**src/rtl/sentry_pkg.sv**
```systemverilog
package sentry_pkg;

    typedef enum logic [1:0] {
        REG_CTRL  = 2'd0,
        REG_LIMIT = 2'd1,
        REG_FEED  = 2'd2,
        REG_COUNT = 2'd3
    } reg_sel_e;

    localparam int unsigned CTRL_ARM  = 0;
    localparam int unsigned CTRL_MODE = 1;
    localparam int unsigned CTRL_EXP  = 2;
    localparam int unsigned CTRL_RUN  = 3;
    localparam int unsigned CTRL_IRQ  = 4;

endpackage

```
**src/rtl/sentry_feed_seq.sv**
```systemverilog
module sentry_feed_seq #(
    parameter int unsigned KEY_W = 8,
    parameter logic [KEY_W-1:0] KEY_FIRST  = 8'hAA,
    parameter logic [KEY_W-1:0] KEY_SECOND = 8'h55
) (
    input  logic             clk,
    input  logic             arst_n,
    input  logic             acc_valid,
    input  logic             acc_write,
    input  logic             acc_is_feed,
    input  logic [KEY_W-1:0] acc_key,
    output logic             feed_done
);

    typedef struct packed {
        logic primed;
    } seq_t;

    seq_t seq_d, seq_q;
    logic feed_wr;

    always_comb begin
        seq_d     = seq_q;
        feed_done = 1'b0;
        feed_wr   = acc_valid && acc_write && acc_is_feed;
        if (acc_valid) begin
            // every access breaks a pending sequence unless it is the first key
            feed_done    = feed_wr && seq_q.primed && (acc_key == KEY_SECOND);
            seq_d.primed = feed_wr && (acc_key == KEY_FIRST);
        end
    end

    always_ff @(posedge clk or negedge arst_n) begin
        if (!arst_n) begin
            seq_q <= '0;
        end else begin
            seq_q <= seq_d;
        end
    end

    // a completed feed always consumes the primed state
    a_r4_consume: assert property (@(posedge clk) disable iff (!arst_n)
        feed_done |=> !seq_q.primed);

endmodule

```
**src/rtl/sentry_countdown.sv**
```systemverilog
module sentry_countdown #(
    parameter int unsigned CNT_W = 32,
    parameter int unsigned PRE_W = 2
) (
    input  logic             clk,
    input  logic             arst_n,
    input  logic             load,
    input  logic [CNT_W-1:0] reload_val,
    input  logic             auto_reload,
    output logic [CNT_W-1:0] count,
    output logic             running,
    output logic             expire
);

    localparam logic [PRE_W-1:0] PRE_LAST = '1;

    typedef struct packed {
        logic             running;
        logic [PRE_W-1:0] pre;
        logic [CNT_W-1:0] count;
    } cd_t;

    cd_t cd_d, cd_q;
    logic tick;

    always_comb begin
        cd_d   = cd_q;
        tick   = cd_q.running && (cd_q.pre == PRE_LAST);
        expire = tick && (cd_q.count == '0) && !load;
        if (load) begin
            cd_d.running = 1'b1;
            cd_d.pre     = '0;
            cd_d.count   = reload_val;
        end else if (cd_q.running) begin
            cd_d.pre = cd_q.pre + 1'b1;
            if (tick) begin
                if (cd_q.count == '0) begin
                    if (auto_reload) begin
                        cd_d.count = reload_val;
                    end else begin
                        cd_d.running = 1'b0;
                    end
                end else begin
                    cd_d.count = cd_q.count - 1'b1;
                end
            end
        end
    end

    always_ff @(posedge clk or negedge arst_n) begin
        if (!arst_n) begin
            cd_q <= '0;
        end else begin
            cd_q <= cd_d;
        end
    end

    assign count   = cd_q.count;
    assign running = cd_q.running;

    // between prescaler ticks the count holds
    a_r5_hold: assert property (@(posedge clk) disable iff (!arst_n)
        (cd_q.running && !load && (cd_q.pre != PRE_LAST)) |=> $stable(cd_q.count));

    // a load lands the reload value and starts the count
    a_r3_load: assert property (@(posedge clk) disable iff (!arst_n)
        load |=> (cd_q.running && (cd_q.count == $past(reload_val))));

    // an idle counter never moves
    a_r11_idle: assert property (@(posedge clk) disable iff (!arst_n)
        (!cd_q.running && !load) |=> $stable(cd_q.count));

endmodule

```
**src/rtl/sentry_wdt.sv**
```systemverilog
module sentry_wdt
    import sentry_pkg::*;
#(
    parameter int unsigned CNT_W = 32,
    parameter int unsigned PRE_W = 2,
    parameter int unsigned KEY_W = 8,
    parameter logic [CNT_W-1:0] MIN_LIMIT  = 32'h0000_00FF,
    parameter logic [KEY_W-1:0] KEY_FIRST  = 8'hAA,
    parameter logic [KEY_W-1:0] KEY_SECOND = 8'h55
) (
    input  logic             clk,
    input  logic             por_n,
    input  logic             rst_n,
    input  logic             req_valid,
    input  logic             req_write,
    input  logic [1:0]       req_addr,
    input  logic [CNT_W-1:0] req_wdata,
    output logic [CNT_W-1:0] rd_data,
    output logic             sys_rst_req,
    output logic             irq
);

    typedef struct packed {
        logic             arm;
        logic             mode;
        logic             expired;
        logic [CNT_W-1:0] limit;
    } sticky_t;

    typedef struct packed {
        logic rst_req;
        logic irq;
    } live_t;

    sticky_t sticky_d, sticky_q;
    live_t   live_d, live_q;

    logic             live_rst_n;
    logic             feed_done;
    logic             feed_load;
    logic             expire;
    logic             cnt_running;
    logic [CNT_W-1:0] cnt_value;
    logic             wr_hit;
    logic             rd_hit;
    reg_sel_e         sel;

    assign live_rst_n = rst_n & por_n;
    assign sel        = reg_sel_e'(req_addr);
    assign wr_hit     = req_valid && req_write;
    assign rd_hit     = req_valid && !req_write;
    assign feed_load  = feed_done && sticky_q.arm;

    sentry_feed_seq #(
        .KEY_W      (KEY_W),
        .KEY_FIRST  (KEY_FIRST),
        .KEY_SECOND (KEY_SECOND)
    ) u_feed (
        .clk         (clk),
        .arst_n      (live_rst_n),
        .acc_valid   (req_valid),
        .acc_write   (req_write),
        .acc_is_feed (sel == REG_FEED),
        .acc_key     (req_wdata[KEY_W-1:0]),
        .feed_done   (feed_done)
    );

    sentry_countdown #(
        .CNT_W (CNT_W),
        .PRE_W (PRE_W)
    ) u_count (
        .clk         (clk),
        .arst_n      (live_rst_n),
        .load        (feed_load),
        .reload_val  (sticky_q.limit),
        .auto_reload (sticky_q.mode),
        .count       (cnt_value),
        .running     (cnt_running),
        .expire      (expire)
    );

    always_comb begin
        sticky_d = sticky_q;
        live_d   = live_q;

        if (wr_hit && (sel == REG_CTRL)) begin
            sticky_d.arm = sticky_q.arm | req_wdata[CTRL_ARM];
            if (!sticky_q.arm) begin
                sticky_d.mode = req_wdata[CTRL_MODE];
            end
        end
        if (wr_hit && (sel == REG_LIMIT)) begin
            sticky_d.limit = (req_wdata < MIN_LIMIT) ? MIN_LIMIT : req_wdata;
        end

        if (expire) begin
            sticky_d.expired = 1'b1;
            if (sticky_q.mode) begin
                live_d.irq = 1'b1;
            end else begin
                live_d.rst_req = 1'b1;
            end
        end
        if (feed_load) begin
            live_d.irq = 1'b0;
        end

        rd_data = '0;
        if (rd_hit) begin
            unique case (sel)
                REG_CTRL: begin
                    rd_data[CTRL_ARM]  = sticky_q.arm;
                    rd_data[CTRL_MODE] = sticky_q.mode;
                    rd_data[CTRL_EXP]  = sticky_q.expired;
                    rd_data[CTRL_RUN]  = cnt_running;
                    rd_data[CTRL_IRQ]  = live_q.irq;
                end
                REG_LIMIT: rd_data = sticky_q.limit;
                REG_FEED:  rd_data = '0;
                REG_COUNT: rd_data = cnt_value;
                default:   rd_data = '0;
            endcase
        end
    end

    always_ff @(posedge clk or negedge por_n) begin
        if (!por_n) begin
            sticky_q       <= '0;
            sticky_q.limit <= MIN_LIMIT;
        end else begin
            sticky_q <= sticky_d;
        end
    end

    always_ff @(posedge clk or negedge live_rst_n) begin
        if (!live_rst_n) begin
            live_q <= '0;
        end else begin
            live_q <= live_d;
        end
    end

    assign sys_rst_req = live_q.rst_req;
    assign irq         = live_q.irq;

    // arming is one-way and freezes the mode
    a_r7_arm_lock: assert property (@(posedge clk) disable iff (!por_n)
        sticky_q.arm |=> sticky_q.arm);
    a_r7_mode_lock: assert property (@(posedge clk) disable iff (!por_n)
        sticky_q.arm |=> $stable(sticky_q.mode));

    // the reset request holds until a reset arrives
    a_r6_hold: assert property (@(posedge clk) disable iff (!live_rst_n)
        sys_rst_req |=> sys_rst_req);

    // the two expiry outputs never coexist
    a_r8_exclusive: assert property (@(posedge clk) disable iff (!live_rst_n)
        !(sys_rst_req && irq));

    // the stored limit never falls below the floor
    a_r2_floor: assert property (@(posedge clk) disable iff (!por_n)
        sticky_q.limit >= MIN_LIMIT);

    // the expiry flag is only cleared by power-on reset
    a_r9_sticky: assert property (@(posedge clk) disable iff (!por_n)
        sticky_q.expired |=> sticky_q.expired);

endmodule

```
**config.mk**
```make
export PLATFORM = sky130hd
export DESIGN_NAME = sentry_wdt
export DESIGN_NICKNAME = d
export VERILOG_FILES = /design/src/rtl/sentry_pkg.sv /design/src/rtl/sentry_feed_seq.sv /design/src/rtl/sentry_countdown.sv /design/src/rtl/sentry_wdt.sv
export SDC_FILE = /design/constraint.sdc
export NUM_CORES = 1
export LEC_CHECK = 0
export BUFFER_PORTS_ARGS = -buffer_cell sky130_fd_sc_hd__clkbuf_2
export CAP_MARGIN = 15
export CORE_MARGIN = 4
export CORE_UTILIZATION = 35
export CTS_BUF_LIST = sky130_fd_sc_hd__clkbuf_4 sky130_fd_sc_hd__clkbuf_8
export CTS_CLUSTER_SIZE = 40
export DETAILED_ROUTE_END_ITERATION = 8
export SLEW_MARGIN = 10
export SYNTH_ARGS = -nofsm -noshare
export SYNTH_HDL_FRONTEND = slang
export SYNTH_HIERARCHICAL = 1
export SYNTH_SLANG_ARGS = --single-unit
```
**constraint.sdc**
```tcl
create_clock -name clk -period 4.8 [get_ports clk]
set_input_delay 0.48 -clock clk [delete_from_list [all_inputs] [get_ports clk]]
set_output_delay 0.48 -clock clk [all_outputs]
set_load 0.01 [all_outputs]
```
# After elaboration in Yosys (flattened, before gate mapping)
# Index checks and enable logic that the tools add are counted.
# op_classes
n_addsub,2
mul,0
div,0
magnitude_cmp,1
n_eq_ne,7
shift,0
n_mux,16
n_bitwise,4
reduce_logical,24
# op_table
op,n
$mux W32,5
$mux W35,2
$pmux W27 S2,1
$logic_not A32 Y1,1
$lt A32 B8 Y1 const B,1
$sub A32 B1 Y32 const B,1
$pmux W5 S4,1
$logic_and A1 B1 Y1,12
$eq A8 B7 Y1 const B,1
$eq A8 B8 Y1 const B,1
$reduce_bool A2 Y1,4
$mux W1,7
$eq A2 B2 Y1 const B,3
$reduce_and A2 Y1,3
$ne A3 B2 Y1 const B,1
$reduce_and A3 Y1,1
$add A2 B1 Y2 const B,1
$eq A2 B1 Y1 const B,1
$logic_not A1 Y1,2
$logic_not A2 Y1,1
$not A1 Y1,2
$and A1 B1 Y1,1
$or A1 B1 Y1,1
# totals
ff_bits,73
latchBits,0
ram_bits,0
mem_bits_ro,0
inputBits,39
output_inout_bits,34
wordCells,64
mem_count,0

# Longest topological paths before layout
# logic_depth
word_depth,10
depth_mapped,12
mapped_depth_nobuf,10

# By module
# Netlist, hierarchy kept.
# by_module_without_submodules
mod,instances,cells_per_inst,area_per_inst_um2
sentry_countdown,1,302,2648.8
sentry_wdt,1,252,2298.5
sentry_feed_seq,1,10,106.4

# Worst setup path before layout
# No wires, ideal clock.
# synth_timing
path_kind,input to register
start,input req_addr[1]
end,register u_count.cd_q (netlist bit u_count/count[30])
arrival_ps,2355
t_required_ps,4665
slack_ps,2310
path_stages,9
cell_sequence,clkbuf_1 -> nor2b_1 -> nand4_1 -> nor3_1 -> and2_1 -> clkbuf_1 -> clkbuf_1 -> mux2i_1 -> o32ai_1
# synth_via
elab_chain_len,8
# synth_lines
element,line,text
from (decl),sentry_wdt.sv:16,"input logic [1:0] req_addr,"
$eq A2 B2 Y1 (*),sentry_wdt.sv:63,".acc_is_feed (sel == REG_FEED),"
$logic_and A1 B1 Y1 (*),sentry_feed_seq.sv:25,feed_wr = acc_valid && acc_write && acc_is_feed;
$logic_and A1 B1 Y1 (*) (2 in a row),sentry_feed_seq.sv:28,feed_done = feed_wr && seq_q.primed && (acc_key == KEY_SECOND);
$mux W1 (*),sentry_feed_seq.sv:26,if (acc_valid) begin
via feed_done,sentry_wdt.sv:39,logic feed_done;
$logic_and A1 B1 Y1 (*),sentry_wdt.sv:52,assign feed_load = feed_done && sticky_q.arm;
via feed_load,sentry_wdt.sv:40,logic feed_load;
$ne A3 B2 Y1 (no line) / $reduce_bool A2 Y1 (equally long branches),n/a,
$reduce_and A3 Y1 (no line),n/a,
to (signal assigned),sentry_countdown.sv:52,cd_q <= '0;
to (signal assigned),sentry_countdown.sv:54,cd_q <= cd_d;
to (decl),sentry_countdown.sv:23,"cd_t cd_d, cd_q;"
# The timed path passes the listed nets; every way through them passes the cells marked *.
# A chain may end at the register's enable or synchronous reset.

# Final worst setup path
# layout_timing
start,register u_count.cd_q (netlist bit u_count/count[0])
end,register u_count.cd_q (netlist bit u_count/count[21])
# layout_via
elab_chain_len,5
# layout_lines
element,line,text
$sub A32 B1 Y32 / $logic_not A32 Y1 (equally long branches),"sentry_countdown.sv:44, sentry_countdown.sv:37",
$mux W32,sentry_countdown.sv:37,if (cd_q.count == '0) begin
$mux W32,sentry_countdown.sv:36,if (tick) begin
$mux W35,sentry_countdown.sv:34,end else if (cd_q.running) begin
$mux W35,sentry_countdown.sv:30,if (load) begin
# Several ways; a longest one is shown, not always the timed one. The select of a mux whose other input is x is not followed.

==> results.yml <==
global_route:
  grt_max_degree: 39
  grt_overflow_total: 0
  grt_pass1_vias: 4255
  grt_pass1_wl_um: 22400
  track_usage_pct: 17.3
  antenna_found_initial: 0
die:
  ioPinCount: 73
  die_h_um: 128
  coreArea_mm2: 0.0140
  die_w_um: 128
  dieArea_mm2: 0.0164
  rows: 43
  start_util_pct: 36.1
synthesis:
  ys_seq_area_share_pct: 36.3
  synth_ff_type: "dfrtp_1"
  syn_area_mm2: 0.00505
  ys_types: 64
  yosysWarningCount: 6
  async_reset_ff_share_pct: 100
  ys_ff_latch: 73
  syn_nets: 605
  syn_inst: 564
  syn_avg_cell_area_um2: 8.96
  synth_edf_count: 0
sta:
  slew-limit-headroom_pct: 34.9
  worst_slew_pin_slew_ps: 977
  min_period_ps: 2910
  hold_viol: 0
  clock_skew_ps: 7.65
  fin_crit_sh_pct: 60.7
  setup_viol: 0
  finalSetupTns_ps: 0
  slew_violations: 0
  fmax_ghz: 0.343
  rsz0062_at_grt: "no"
critical_path:
  cp_slowest_stage_delay_ps: 510
  crit_arrival_ps: 3150
  critical_path_required_ps: 5030
  cp-startpoint: "u_count/count[0]"
  r2r_cells: 8
  rr_endpoint: "u_count/count[21]"
  crit_chain: "inv_1, ha_1, nor4b_4, and3_1, nand3_4, nand2_1, nor3_1, a221o_1"
  crit_fanout: 19
  setup.worst_path.start_class: "register"
  path_class: "register to register"
  endpoint_kind: "register"
  rr_startpoint: "u_count/count[0]"
  slowest_stage: "nand2_1"
  rrSetupSlack_ps: 1890
clock_tree:
  clockBufferDepth: 2
  cts.repair.resized: 0
  ctsHoldBuffers: 0
  clk_pin_slew_ps: 70
  cts_made_buffers: 9
  clk_latency_ps: 350
  cts_tree: "yes"
  cts_root_buffer: "clkbuf_8"
  clock-sinks: 73
  cts_max_level: 3
  cts_setup_buffers: 0
detailed_routing:
  routed.top_layer: "met4"
  route.met3.wl_um: 780
  wl_met2_um: 6390
  drtIter0Drc: 364
  drc: 0
  routed-via-count: 4289
  met1_length_um: 6260
  avgRoutedWirePerCell_um: 17.6
  ant_nets: 0
  vias_per_cell: 5.49
  routed_wl_um: 13800
  drtPass1Iterations: 5
placement:
  place_inst: 763
  place_hpwl_um: 9790
  gp_congestion: 0.858
  io_buffers: 72
cells_and_area:
  stdcell_count: 781
  syn_to_final_growth_pct: 8.54
  nFillCells: 1458
  nNetsFinal: 636
  utilization_pct: 39.2
  final_common_cell: "nand2_1"
  drive_above_1_share_pct: 24.5
  layout_common_cells: "100 x nand2_1, 72 x clkbuf_2, 65 x dfrtp_1"
power:
  irDropWorstVdd_mv: 0.103
  p_leak_nw: 2.48
  power.density_mw_per_mm2: 267
  finalPower_w: 0.00146
run:
  drv_cap: 0
status:
  status: "completed"
hold_path:
  min_path_type: "primary input to async pin"
-- synth_stat cells, drive strengths merged, types with 8 or more instances --
library cell  count  area (um^2)
mux2i            38          380
dfrtp            65         1630
dfstp             8          210
buf              54          407
nor2             87          484
nand3             9         62.6
xnor2             8         70.1
a31oi            10         68.8
a21oi            26          130
o21ai            23          126
inv               9         33.8
nand2           100          375
nor4             15          158
nor3             14         70.1
a22oi             8         60.1
-- cells by family after synthesis --
| logic type | Yosys count | share of synthesized area (%) |
|---|---|---|
| compound gates | 104 | 14.6 |
| xor+xnor | 14 | 2.43 |
| fa+ha+maj | 2 | 0.495 |
| buf+inv | 67 | 9.01 |
| flops | 73 | 36.3 |
| mux | 38 | 7.53 |
| simple gates | 266 | 29.6 |
-- how the worst max path moves through the flow --
stage                             end  cells after the start
finish              u_count/count[21]                      8
CTS                 u_count/count[24]                      8
global placement    u_count/count[24]                     12
floorplan           u_count/count[30]                      9
detailed placement  u_count/count[24]                     12
global route        u_count/count[21]                      8
-- routing by layer --
metal	global-route usage (%)	vias to the layer above
met5	0	-
met4	7.05	0
met3	3.75	19
met2	26.5	146
met1	23.6	2081
li1	-	2043
-- registers in the layout (all words and copies together) (netlist names) --
signal and flops:
sticky_q 35, u_count/count 32, u_feed/seq_q 1, u_count/running 1
sys_rst_req 1, irq 1, u_count/cd_q 2
-- power by group --
group          internal (W)  switching, W
registers          0.000682     0.0000704
clock network      0.000294      0.000228
logic             0.0000736      0.000114
total               0.00105      0.000413
-- metrics by stage --
| stage | worst slack, ps | hold slack [ps] | area (um^2) |
|---|---|---|---|
| finish | 1890 | 177 | 5490 |
| global route | 1680 | 210 | 5480 |
| global placement | 1660 | 448 | 5260 |
| detailed placement | 1550 | 452 | 5260 |
| floorplan | 2310 | 184 | 5050 |
| CTS | 1780 | 182 | 5470 |
-- final cells by class --
cell class,instances,area [um^2],share of cell area [%]
Antenna cell,1,2.50,0.0456
Clock buffer,14,180,3.28
Clock inverter,2,35.0,0.639
Inverter,9,33.8,0.616
Multi-Input combinational cell,424,2760,50.4
Sequential cell,73,1840,33.5
Tap cell,180,225,4.11
Timing Repair Buffer,78,409,7.46
-- critical path, delay by kind of cell, from the launching register on --
kind                     cells  cell delay (ps)
adder cells (fa/ha/maj)      1              230
buffers and inverters        1              100
AND/OR/NAND/NOR              5             1760
AO/OA/AOI/OAI                1              280
flip-flops                   1              430
(Power assumes the default switching activity.)
